===== config.mk =====
export PLATFORM = sky130hd
export DESIGN_NAME = txd_chain_dma
export DESIGN_NICKNAME = d
export VERILOG_FILES = /design/src/rtl/txd_pkg.sv /design/src/rtl/txd_cmd_regs.sv /design/src/rtl/txd_byte_align.sv /design/src/rtl/txd_ctrl.sv /design/src/rtl/txd_chain_dma.sv
export SDC_FILE = /design/constraint.sdc
export NUM_CORES = 1
export LEC_CHECK = 0
export CORE_MARGIN = 4
export CORE_UTILIZATION = 40
export DETAILED_ROUTE_END_ITERATION = 16
export PLACE_DENSITY = 0.73
export SYNTH_ARGS = -nofsm -noshare
export SYNTH_HDL_FRONTEND = slang
export SYNTH_SLANG_ARGS = --single-unit

===== constraint.sdc =====
create_clock -name clk -period 5.7 [get_ports clk]
set_clock_uncertainty 0.2 [all_clocks]
set_input_delay 1.14 -clock clk [delete_from_list [all_inputs] [get_ports clk]]
set_output_delay 1.14 -clock clk [all_outputs]
set_load 0.02 [all_outputs]

===== src/rtl/txd_pkg.sv =====
package txd_pkg;
  localparam int WORD_W  = 32;
  localparam int LANES   = WORD_W / 8;
  // bit positions inside the upper half of the command/status word
  localparam int HI_OWN  = 15;
  localparam int HI_MORE = 14;
  localparam int HI_OK   = 13;
  localparam int HI_CMPL = 12;

  typedef enum logic [3:0] {
    S_IDLE, S_RELINK, S_LINK, S_CMD, S_PTR, S_XFER, S_WAIT, S_WB, S_SUSP
  } txd_state_e;

  function automatic logic [2:0] status_code(txd_state_e s);
    case (s)
      S_IDLE:                        status_code = 3'd0;
      S_RELINK, S_LINK, S_CMD, S_PTR: status_code = 3'd1;
      S_XFER:                        status_code = 3'd2;
      S_WAIT:                        status_code = 3'd3;
      S_WB:                          status_code = 3'd4;
      default:                       status_code = 3'd5;
    endcase
  endfunction

  function automatic logic [7:0] byte_lane(logic [WORD_W-1:0] w, logic [1:0] lane);
    byte_lane = w[{lane, 3'b000} +: 8];
  endfunction

  function automatic logic [15:0] wb_upper(logic [15:0] hi, logic ok, logic last);
    logic [15:0] r;
    r = hi;
    r[HI_OWN] = 1'b0;
    if (last) begin
      r[HI_OK]   = ok;
      r[HI_CMPL] = 1'b1;
    end
    wb_upper = r;
  endfunction
endpackage


===== src/rtl/txd_cmd_regs.sv =====
module txd_cmd_regs (
  input  logic clk,
  input  logic rst_n,
  input  logic reg_we,
  input  logic reg_sel,
  input  logic en_bit,
  input  logic en_take,
  output logic en_pending,
  output logic ptr_wr
);
  logic en_set;

  assign en_set = reg_we && reg_sel && en_bit;
  assign ptr_wr = reg_we && !reg_sel;

  always_ff @(posedge clk or negedge rst_n) begin
    if (!rst_n)       en_pending <= 1'b0;
    else if (en_set)  en_pending <= 1'b1;
    else if (en_take) en_pending <= 1'b0;
  end

  p_en_set_r2: assert property (@(posedge clk) disable iff (!rst_n)
    en_set |=> en_pending);
  p_en_selfclear_r2: assert property (@(posedge clk) disable iff (!rst_n)
    (en_take && !en_set) |=> !en_pending);
endmodule


===== src/rtl/txd_byte_align.sv =====
module txd_byte_align import txd_pkg::*; #(
  parameter int SIZE_W = 12
) (
  input  logic              clk,
  input  logic              rst_n,
  input  logic              start,
  input  logic [WORD_W-1:0] start_ptr,
  input  logic [SIZE_W-1:0] start_size,
  input  logic              start_last,
  input  logic              rd_ack,
  input  logic [WORD_W-1:0] rd_data,
  input  logic              fifo_full,
  output logic              rd_req,
  output logic [WORD_W-1:0] rd_addr,
  output logic              push,
  output logic [7:0]        push_data,
  output logic              push_eop,
  output logic              done
);
  logic              busy, have, last;
  logic [WORD_W-1:0] bptr, wbuf;
  logic [SIZE_W-1:0] rem;
  logic              rem_zero;

  assign rem_zero  = (rem == '0);
  assign rd_req    = busy && !have && !rem_zero;
  assign rd_addr   = {bptr[WORD_W-1:2], 2'b00};
  assign push      = busy && have && !rem_zero && !fifo_full;
  assign push_data = byte_lane(wbuf, bptr[1:0]);
  assign push_eop  = push && last && (rem == SIZE_W'(1));
  assign done      = busy && rem_zero;

  always_ff @(posedge clk or negedge rst_n) begin
    if (!rst_n) begin
      busy <= 1'b0; have <= 1'b0; last <= 1'b0;
      bptr <= '0;   wbuf <= '0;   rem  <= '0;
    end else if (start) begin
      busy <= 1'b1;
      have <= 1'b0;
      last <= start_last;
      bptr <= start_ptr;
      rem  <= start_size;
    end else begin
      if (done) busy <= 1'b0;
      if (rd_req && rd_ack) begin
        wbuf <= rd_data;
        have <= 1'b1;
      end
      if (push) begin
        bptr <= bptr + WORD_W'(1);
        rem  <= rem - SIZE_W'(1);
        if (bptr[1:0] == 2'b11) have <= 1'b0;
      end
    end
  end

  p_push_room_r4: assert property (@(posedge clk) disable iff (!rst_n)
    push |-> !fifo_full);
  p_eop_last_r5: assert property (@(posedge clk) disable iff (!rst_n)
    push_eop |-> (push && last));
  p_no_read_while_held_r4: assert property (@(posedge clk) disable iff (!rst_n)
    (push && bptr[1:0] != 2'b11) |=> !rd_req);
endmodule


===== src/rtl/txd_ctrl.sv =====
module txd_ctrl import txd_pkg::*; #(
  parameter int SIZE_W = 12
) (
  input  logic              clk,
  input  logic              rst_n,
  input  logic              en_pending,
  input  logic              ptr_wr,
  input  logic [WORD_W-1:0] ptr_val,
  output logic              en_take,
  output logic              mem_req,
  output logic              mem_we,
  output logic [WORD_W-1:0] mem_addr,
  output logic [WORD_W-1:0] mem_wdata,
  output logic [LANES-1:0]  mem_be,
  input  logic              mem_ack,
  input  logic [WORD_W-1:0] mem_rdata,
  input  logic              al_rd_req,
  input  logic [WORD_W-1:0] al_rd_addr,
  input  logic              al_done,
  output logic              al_start,
  output logic [WORD_W-1:0] al_ptr,
  output logic [SIZE_W-1:0] al_size,
  output logic              al_last,
  output logic              al_rd_ack,
  input  logic              tx_done,
  input  logic              tx_ok,
  output logic [2:0]        state_o
);
  txd_state_e        st, st_nx;
  logic [WORD_W-1:0] cur_ptr, c_link;
  logic [15:0]       c_hi;
  logic [SIZE_W-1:0] c_size;
  logic              cdd, ok_q;
  logic              idle_like, ptr_acc, acc, link_null, rd_null;

  assign idle_like = (st == S_IDLE) || (st == S_SUSP);
  assign ptr_acc   = ptr_wr && idle_like;
  assign en_take   = en_pending && idle_like;
  assign acc       = mem_req && mem_ack;
  assign link_null = (c_link == '0);
  assign rd_null   = (mem_rdata == '0);
  assign state_o   = status_code(st);

  assign al_start  = (st == S_PTR) && acc && c_hi[HI_OWN];
  assign al_ptr    = mem_rdata;
  assign al_size   = c_size;
  assign al_last   = !c_hi[HI_MORE];
  assign al_rd_ack = (st == S_XFER) && mem_ack && al_rd_req;

  always_comb begin
    mem_req   = 1'b0;
    mem_we    = 1'b0;
    mem_addr  = cur_ptr;
    mem_wdata = '0;
    mem_be    = '1;
    case (st)
      S_RELINK, S_LINK: mem_req = 1'b1;
      S_CMD: begin
        mem_req  = 1'b1;
        mem_addr = cur_ptr + WORD_W'(4);
      end
      S_PTR: begin
        mem_req  = 1'b1;
        mem_addr = cur_ptr + WORD_W'(8);
      end
      S_XFER: begin
        mem_req  = al_rd_req;
        mem_addr = al_rd_addr;
      end
      S_WB: begin
        mem_req   = 1'b1;
        mem_we    = 1'b1;
        mem_addr  = cur_ptr + WORD_W'(4);
        mem_be    = {{(LANES-2){1'b1}}, 2'b00};
        mem_wdata = {wb_upper(c_hi, ok_q, !c_hi[HI_MORE]), 16'h0000};
      end
      default: ;
    endcase
  end

  always_comb begin
    st_nx = st;
    case (st)
      S_IDLE, S_SUSP: if (en_pending) st_nx = (cdd && !ptr_acc) ? S_RELINK : S_LINK;
      S_RELINK:       if (acc) st_nx = rd_null ? S_SUSP : S_LINK;
      S_LINK:         if (acc) st_nx = S_CMD;
      S_CMD:          if (acc) st_nx = S_PTR;
      S_PTR:          if (acc) st_nx = c_hi[HI_OWN] ? S_XFER : S_SUSP;
      S_XFER:         if (al_done) st_nx = c_hi[HI_MORE] ? S_WB : S_WAIT;
      S_WAIT:         if (tx_done) st_nx = S_WB;
      S_WB:           if (acc) st_nx = link_null ? S_SUSP : S_LINK;
      default:        st_nx = S_IDLE;
    endcase
  end

  always_ff @(posedge clk or negedge rst_n) begin
    if (!rst_n) begin
      st <= S_IDLE; cur_ptr <= '0; c_link <= '0; c_hi <= '0;
      c_size <= '0; cdd <= 1'b0; ok_q <= 1'b0;
    end else begin
      st <= st_nx;
      if (ptr_acc) begin
        cur_ptr <= ptr_val;
        cdd     <= 1'b0;
      end
      case (st)
        S_RELINK: if (acc && !rd_null) begin
          cur_ptr <= mem_rdata;
          cdd     <= 1'b0;
        end
        S_LINK: if (acc) c_link <= mem_rdata;
        S_CMD: if (acc) begin
          c_hi   <= mem_rdata[WORD_W-1:16];
          c_size <= mem_rdata[SIZE_W-1:0];
        end
        S_PTR: if (acc && !c_hi[HI_OWN]) cdd <= 1'b0;
        S_WAIT: if (tx_done) ok_q <= tx_ok;
        S_WB: if (acc) begin
          cdd <= link_null;
          if (!link_null) cur_ptr <= c_link;
        end
        default: ;
      endcase
    end
  end

  p_req_hold_r3: assert property (@(posedge clk) disable iff (!rst_n)
    (mem_req && !mem_ack) |=> (mem_req && $stable(mem_addr) && $stable(mem_we)));
  p_wait_wb_r7: assert property (@(posedge clk) disable iff (!rst_n)
    (st == S_WAIT && tx_done) |=> (st == S_WB));
  p_align_in_xfer_r4: assert property (@(posedge clk) disable iff (!rst_n)
    al_rd_req |-> (st == S_XFER));
  p_ptr_ignored_r13: assert property (@(posedge clk) disable iff (!rst_n)
    (ptr_wr && st inside {S_LINK, S_CMD, S_PTR, S_XFER, S_WAIT}) |=> $stable(cur_ptr));
  p_null_suspend_r9: assert property (@(posedge clk) disable iff (!rst_n)
    (st == S_WB && acc && link_null) |=> (st == S_SUSP && cdd));
endmodule


===== src/rtl/txd_chain_dma.sv =====
module txd_chain_dma import txd_pkg::*; #(
  parameter int SIZE_W = 12
) (
  input  logic        clk,
  input  logic        rst_n,
  input  logic        reg_we,
  input  logic        reg_sel,
  input  logic [31:0] reg_wdata,
  output logic        en_pending,
  output logic        mem_req,
  output logic        mem_we,
  output logic [31:0] mem_addr,
  output logic [31:0] mem_wdata,
  output logic [3:0]  mem_be,
  input  logic        mem_ack,
  input  logic [31:0] mem_rdata,
  output logic        fifo_push,
  output logic [7:0]  fifo_data,
  output logic        fifo_eop,
  input  logic        fifo_full,
  input  logic        tx_done,
  input  logic        tx_ok,
  output logic [2:0]  state_o
);
  logic              en_take, ptr_wr;
  logic              al_start, al_last, al_rd_ack, al_rd_req, al_done;
  logic [WORD_W-1:0] al_ptr, al_rd_addr;
  logic [SIZE_W-1:0] al_size;

  txd_cmd_regs u_regs (
    .clk(clk), .rst_n(rst_n), .reg_we(reg_we), .reg_sel(reg_sel),
    .en_bit(reg_wdata[0]), .en_take(en_take),
    .en_pending(en_pending), .ptr_wr(ptr_wr)
  );

  txd_ctrl #(.SIZE_W(SIZE_W)) u_ctrl (
    .clk(clk), .rst_n(rst_n), .en_pending(en_pending), .ptr_wr(ptr_wr),
    .ptr_val(reg_wdata), .en_take(en_take),
    .mem_req(mem_req), .mem_we(mem_we), .mem_addr(mem_addr),
    .mem_wdata(mem_wdata), .mem_be(mem_be), .mem_ack(mem_ack),
    .mem_rdata(mem_rdata), .al_rd_req(al_rd_req), .al_rd_addr(al_rd_addr),
    .al_done(al_done), .al_start(al_start), .al_ptr(al_ptr),
    .al_size(al_size), .al_last(al_last), .al_rd_ack(al_rd_ack),
    .tx_done(tx_done), .tx_ok(tx_ok), .state_o(state_o)
  );

  txd_byte_align #(.SIZE_W(SIZE_W)) u_align (
    .clk(clk), .rst_n(rst_n), .start(al_start), .start_ptr(al_ptr),
    .start_size(al_size), .start_last(al_last), .rd_ack(al_rd_ack),
    .rd_data(mem_rdata), .fifo_full(fifo_full), .rd_req(al_rd_req),
    .rd_addr(al_rd_addr), .push(fifo_push), .push_data(fifo_data),
    .push_eop(fifo_eop), .done(al_done)
  );
endmodule


==> flow_summary_export.csv, run 1 <==
group,metric,value,unit
pwr,power.net_switching,3.231,mW
sta,fmax,198.2,MHz
synth,ys_seq_area_frac,0.4148,
clock_network,root_buffer,"clkbuf_16",
drt,first_pass_iters,5,
place,place_area,12320,um^2
worst_setup_path,crit_type,"flip-flop to output port",
clock_network,clk_pin_slew_worst_paths,0.07,ns
sta,setup_tns,0,ns
drt,viasPerCell,6.504,
worst_setup_path,cp.required,4.36,ns
clock_network,cts_hold_buf,0,
drt,wire_per_inst,25.99,um
pwr,power_frac_clock,0.166,
floorplan,dieArea,29530,um^2
drt,wl,40.02,mm
clock_network,cts_resized,0,
synth,yosys_warnings,0,
pwr,ir_drop,265.4,uV
finish,seqCellArea,4454,um^2
finish,post_route_cells_drive_above_1_share,0.1485,
floorplan,row_count,59,
sta,maxSlewViolCount,0,
sta,setup_violations,0,
worst_setup_path,cp-endpoint,"mem_addr[29]",
finish,fillers,2375,
drt,drc,0,
synth,synth_area,10740,um^2
clock_network,cts_tree,"done",
sta,period_needed,5.045,ns
pwr,combPwrFrac,0.486,
pwr,internal-power,3.846,mW
sta,hold_violations,0,
global_routing,overflow,0,
sta,hold_slack,0.2962,ns
worst_setup_path,endpoint_kind,"output port",
floorplan,die_w,171.9,um
synth,yosysUniqueCellTypes,80,
pwr,power_density,548.5,nW/um^2
synth,synth_seq_cells,178,
finish,antenna_cells,0,
status,status,"finished, final reports clean",
worst_setup_path,cp_cell_sequence,"inv_1 -> ha_1 -> and3b_1 -> nor2_1 -> nand2_1 -> a22o_1 -> a221o_1 -> clkdlybuf4s50_1",
finish,fin_nets,1273,
floorplan,io_pins,156,
pwr,pwr-share-seq,0.348,
sta,slew-limit-headroom,0.2979,
global_routing,antenna_found_initial,2,
pwr,finalPower,7.077,mW
sta,grt_setup_unrepaired,"no",
worst_setup_path,timing.rr.end,"u_ctrl.al_size[3]$_DFFE_PN0P_",
worst_setup_path,r2r_cells,8,
floorplan,start_util,0.4098,
drt,via_count,10020,
place,globalplace.congestion,0.9351,
worst_setup_path,startpoint,"u_ctrl.st[0]$_DFFE_PN0P_",
synth,ys_async_sr_fraction,1.000,
clock_network,cts-buffers-inserted,17,
global_routing,grt_max_degree,117,
worst_setup_path,slowest_stage,"nor2_1",
clock_network,clock_latency,0.44,ns
synth,synth_edf_count,0,
place,port_buffers,136,
sta,period_share,0.8851,
run,drv_cap,0,
floorplan,fp.dieH,171.9,um
pwr,p_leak,4.967,nW
finish,final_common_cell,"dfrtp_1",
sta,tightest_slew,1.052,ns
worst_setup_path,start_kind,"flip-flop",
clock_network,post-cts-setup-buffers,0,
pwr,switching_share,0.4565,
clock_network,cts_num_sinks,178,
drt,ant_nets,0,
finish,multi_input_area,5771,um^2
global_routing,track_usage,0.2692,
worst_setup_path,arrival,3.71,ns
place,dp_hpwl,28.62,mm
worst_setup_path,r2r-start,"u_ctrl.st[1]$_DFFE_PN0P_",
floorplan,core,26210,um^2
synth,synth-main-ff-cell,"dfrtp_1",
worst_setup_path,path_max_fanout,11,
finish,area_delta_synth_final,20.16,%
global_routing,grt_pass1_vias,9605,
hold_path,hold_class,"flip-flop to flip-flop",
synth,synthCells,1096,
clock_network,h-tree-depth,4,
finish,final_cell_mix,"dfrtp_1 (178), clkdlybuf4s50_1 (135), nand3_1 (125)",
synth,synth_area_per_cell,9.798,um^2
global_routing,grt_pass1_wl,60.03,mm
drt,dr.first_iter.drc_count,1218,
worst_setup_path,r2r_slack,1.84,ns
clock_network,cts_buffer_depth,2,
worst_setup_path,max_stage_delay,0.74,ns
finish,fin_area,12900,um^2
worst_setup_path,cp.depth,8,
finish,final_util,0.4924,
worst_setup_path,cpLargestDelayFamily,"simple AND/OR/NAND/NOR gates",
worst_setup_path,cp_num_buf_inv,2,
[kinds of logic (layout without fill, tap and decap cells)]
| family | after synthesis | after routing | synth area share |
|---|---|---|---|
| flops | 178 | 178 | 0.4148 |
| compound gates | 210 | 210 | 0.1357 |
| other cells | 2 | 19 | 0.0006993 |
| simple gates | 401 | 401 | 0.2053 |
| buf+inv | 124 | 216 | 0.05557 |
| xor+xnor | 31 | 31 | 0.02528 |
| mux | 141 | 141 | 0.1522 |
| fa+ha+maj | 9 | 9 | 0.01049 |
[cells in the mapped netlist (10+ instances only)]
master	number	area, um^2
nor2_1	35	131.4
nand4_1	27	168.9
nor4_1	34	212.7
a31oi_1	15	93.84
inv_1	20	75.07
o31ai_1	10	75.07
mux2i_1	38	380.4
buf_2	15	75.07
o21ai_0	49	245.2
or3_1	11	68.82
mux2_2	90	1013
nand3_1	125	625.6
clkbuf_1	51	191.4
nor3_1	26	130.1
buf_4	28	210.2
nand2_1	62	232.7
dfrtp_1	178	4454
a21oi_1	31	155.2
o211ai_1	41	307.8
xnor2_1	24	210.2
and3_1	19	118.9
[registers in the layout (all words and copies together) (netlist names)]
register / cells
u_align.have: 1
u_ctrl.ok_q: 1
u_align.last: 1
u_align.busy: 1
u_ctrl.c_hi: 16
u_align.wbuf: 32
u_regs.en_pending: 1
u_ctrl.st: 4
u_align.bptr: 32
u_ctrl.cur_ptr: 32
u_align.rem: 12
u_ctrl.c_link: 32
u_ctrl.cdd: 1
u_ctrl.al_size: 12
[cell type report]
cell class | count | share of cell area
inverter | 20 | 0.005818
clock inverter | 14 | 0.01144
timing repair buffer | 164 | 0.1238
tap | 335 | 0.03248
clock buffer | 18 | 0.03403
sequential | 178 | 0.3452
multi-input combinational | 811 | 0.4472
[power by group through the flow]
stage	registers, mW	logic [mW]	clock network, mW
after floorplan	2.07	2.34	0
after global placement	2.42	3.35	0
after detailed placement	2.44	3.39	0
after CTS	2.42	3.40	1.19
after global routing	2.50	3.68	1.24
final	2.46	3.44	1.17
[worst reg2reg max path, cell delays in order, from the launching register on]
cell and delay [ns]:
dfrtp_1 0.42, inv_1 0.10, ha_1 0.32, nand3b_2 0.35, or3_1 0.52, o22ai_4 0.19
buf_4 0.59, nand3_4 0.56, mux2_1 0.48
[how the worst min path moves through the flow]
stage	start	slack, ns	to	depth (start not counted)
finish	u_ctrl.al_size[3]$_DFFE_PN0P_	0.30	u_ctrl.al_size[3]$_DFFE_PN0P_	1
global route	u_align.wbuf[25]$_DFFE_PN0P_	0.32	u_align.wbuf[25]$_DFFE_PN0P_	1
CTS	u_ctrl.al_size[3]$_DFFE_PN0P_	0.30	u_ctrl.al_size[3]$_DFFE_PN0P_	1
detailed placement	u_ctrl.al_size[3]$_DFFE_PN0P_	0.28	u_ctrl.al_size[3]$_DFFE_PN0P_	1
global placement	u_ctrl.al_size[3]$_DFFE_PN0P_	0.28	u_ctrl.al_size[3]$_DFFE_PN0P_	1
floorplan	u_ctrl.al_size[0]$_DFFE_PN0P_	0.26	u_align.rem[0]$_DFFE_PN0P_	2
[per-stage QoR]
step	setup WS, ns	std cells
5_1_grt	0.5171	1540
6_report	0.6549	1540
2_1_floorplan	1.584	1113
3_5_place_dp	1.118	1508
4_1_cts	0.6501	1540
3_3_place_gp	1.112	1508
[layer usage]
layer  GRT usage  routed length [um]  vias up
li1            -                   -     4312
met1      0.3908               16570     4949
met2      0.3937               17550      668
met3     0.05053                4246       87
met4      0.1179                1660        0
met5           0                   0        -
Note: power is estimated with default switching activity, not from simulation.
==> run 2: changes to the inputs <==
PLACE_DENSITY = unset   (was 0.73)
==> flow_summary_export.csv, run 2 (synthesis results as in run 1) <==
group,metric,value,unit
clock_network,cts-buffers-inserted,17,
finish,final_cell_mix,"dfrtp_1 (178), clkdlybuf4s50_1 (135), nand3_1 (125)",
clock_network,h-tree-depth,4,
floorplan,row_count,59,
worst_setup_path,path_max_fanout,11,
pwr,power_density,551.1,nW/um^2
global_routing,antenna_found_initial,0,
drt,viasPerCell,6.414,
sta,slew-limit-headroom,0.4022,
finish,fin_nets,1266,
drt,via_count,9833,
drt,dr.first_iter.drc_count,1200,
drt,route.met2.wl,17.68,mm
sta,hold_slack,0.3030,ns
sta,period_needed,5.224,ns
floorplan,start_util,0.4098,
clock_network,cts_tree,"done",
floorplan,io_pins,156,
worst_setup_path,start_kind,"flip-flop",
drt,wl_met3,3.459,mm
drt,ant_nets,0,
sta,maxSlewViolCount,0,
run,drv_cap,0,
place,globalplace.congestion,0.9859,
global_routing,grt_pass1_wl,61.38,mm
finish,area_delta_synth_final,20.01,%
finish,antenna_cells,0,
finish,final_common_cell,"dfrtp_1",
finish,layoutNonFillerInstCount,1533,
sta,period_share,0.9165,
clock_network,clock_latency,0.44,ns
sta,hold_violations,0,
drt,first_pass_iters,8,
sta,fmax,191.4,MHz
floorplan,core,26210,um^2
worst_setup_path,crit_type,"flip-flop to output port",
clock_network,post-cts-setup-buffers,0,
global_routing,grt_pass1_vias,9541,
global_routing,grt_max_degree,95,
drt,routed.top_layer,"met4",
drt,wl_met1,17.93,mm
drt,drc,0,
clock_network,root_buffer,"clkbuf_16",
clock_network,cts_resized,0,
worst_setup_path,arrival,3.88,ns
global_routing,track_usage,0.2756,
place,dp_hpwl,29.32,mm
status,status,"finished, final reports clean",
finish,fillers,2444,
worst_setup_path,r2r_cells,8,
worst_setup_path,cp.required,4.36,ns
hold_path,hold_depth,1,
sta,setup_violations,0,
worst_setup_path,endpoint_kind,"output port",
pwr,ir_drop,259.3,uV
sta,setup_tns,0,ns
drt,wire_per_inst,26.30,um
clock_network,cts_buffer_depth,2,
place,port_buffers,136,
floorplan,fp.dieH,171.9,um
place,dpl.cell_count,1501,
hold_path,hold_class,"flip-flop to flip-flop",
sta,tightest_slew,0.8828,ns
sta,grt_setup_unrepaired,"no",
global_routing,overflow,0,
drt,wl,40.32,mm
finish,post_route_cells_drive_above_1_share,0.1427,
clock_network,cts_num_sinks,178,
clock_network,clk_pin_slew_worst_paths,0.08,ns
pwr,p_leak,4.955,nW
clock_network,cts_hold_buf,0,
floorplan,dieArea,29530,um^2
floorplan,die_w,171.9,um
run 2: changes by cell type in the layout (fill, tap and decap cells not counted):
cell and change:
buf_12 -1, buf_4 -6, bufinv_16 +2, clkbuf_1 +1
clkbuf_8 -1, clkinv_2 -1, clkinv_4 -2, clkinv_8 +1
clkinvlp_4 -2, inv_6 +1, inv_8 +1
run 2: report_power, final:
group	internal [mW]	switching, mW
sequential	1.75	0.716
combinational	1.43	1.92
clock	0.716	0.563
total	3.90	3.20
run 2: critical path, stage by stage, from the launching register on:
cell and delay (ns):
dfrtp_1 0.42, inv_1 0.11, ha_1 0.38, nand3b_1 0.41, o22ai_1 0.85, nand2_1 0.18
or3_1 0.38, o211ai_1 0.09, clkdlybuf4s50_1 0.64
run 2: stage by stage:
stage / instance area [um^2] / utilization / setup slack [ns] / power (mW)
floorplan: 10800 / - / 1.584 / 4.413
global placement: 12250 / 0.4675 / 1.084 / 5.758
detailed placement: 12250 / 0.4675 / 1.014 / 5.784
CTS: 12890 / 0.4918 / 0.5627 / 7.065
global route: 12890 / 0.4918 / 0.2485 / 7.502
finish: 12890 / 0.4918 / 0.4758 / 7.102
run 2: path summary, 6_finish.rpt:
path                                       startpoint                            end  slack, ns
setup / recovery             u_ctrl.st[0]$_DFFE_PN0P_                   mem_addr[30]       0.48
hold / removal             u_ctrl.c_hi[0]$_DFFE_PN0P_     u_ctrl.c_hi[0]$_DFFE_PN0P_       0.30
setup reg to reg             u_ctrl.st[1]$_DFFE_PN0P_  u_ctrl.al_size[3]$_DFFE_PN0P_       1.84
hold reg to reg            u_ctrl.c_hi[0]$_DFFE_PN0P_     u_ctrl.c_hi[0]$_DFFE_PN0P_       0.30
max in group asynchronous                       rst_n   u_align.bptr[29]$_DFFE_PN0P_       3.54
min in group asynchronous                       rst_n     u_ctrl.c_hi[2]$_DFFE_PN0P_       0.60
run 2: layer usage:
metal,GRT usage,vias to the layer above
met3,0.05007,71
met5,0,-
met4,0.09330,0
met1,0.4052,4912
li1,-,4296
met2,0.4116,554
run 2: final cells by class:
class	count	area (um^2)	share of cell area
clock buffers	18	429.2	0.03330
clock inverters	14	206.4	0.01602
inverters	20	75.07	0.005825
multi-input cells	811	5771	0.4478
flip-flops and latches	178	4454	0.3456
well taps	335	419.2	0.03252
repair buffers	157	1533	0.1189
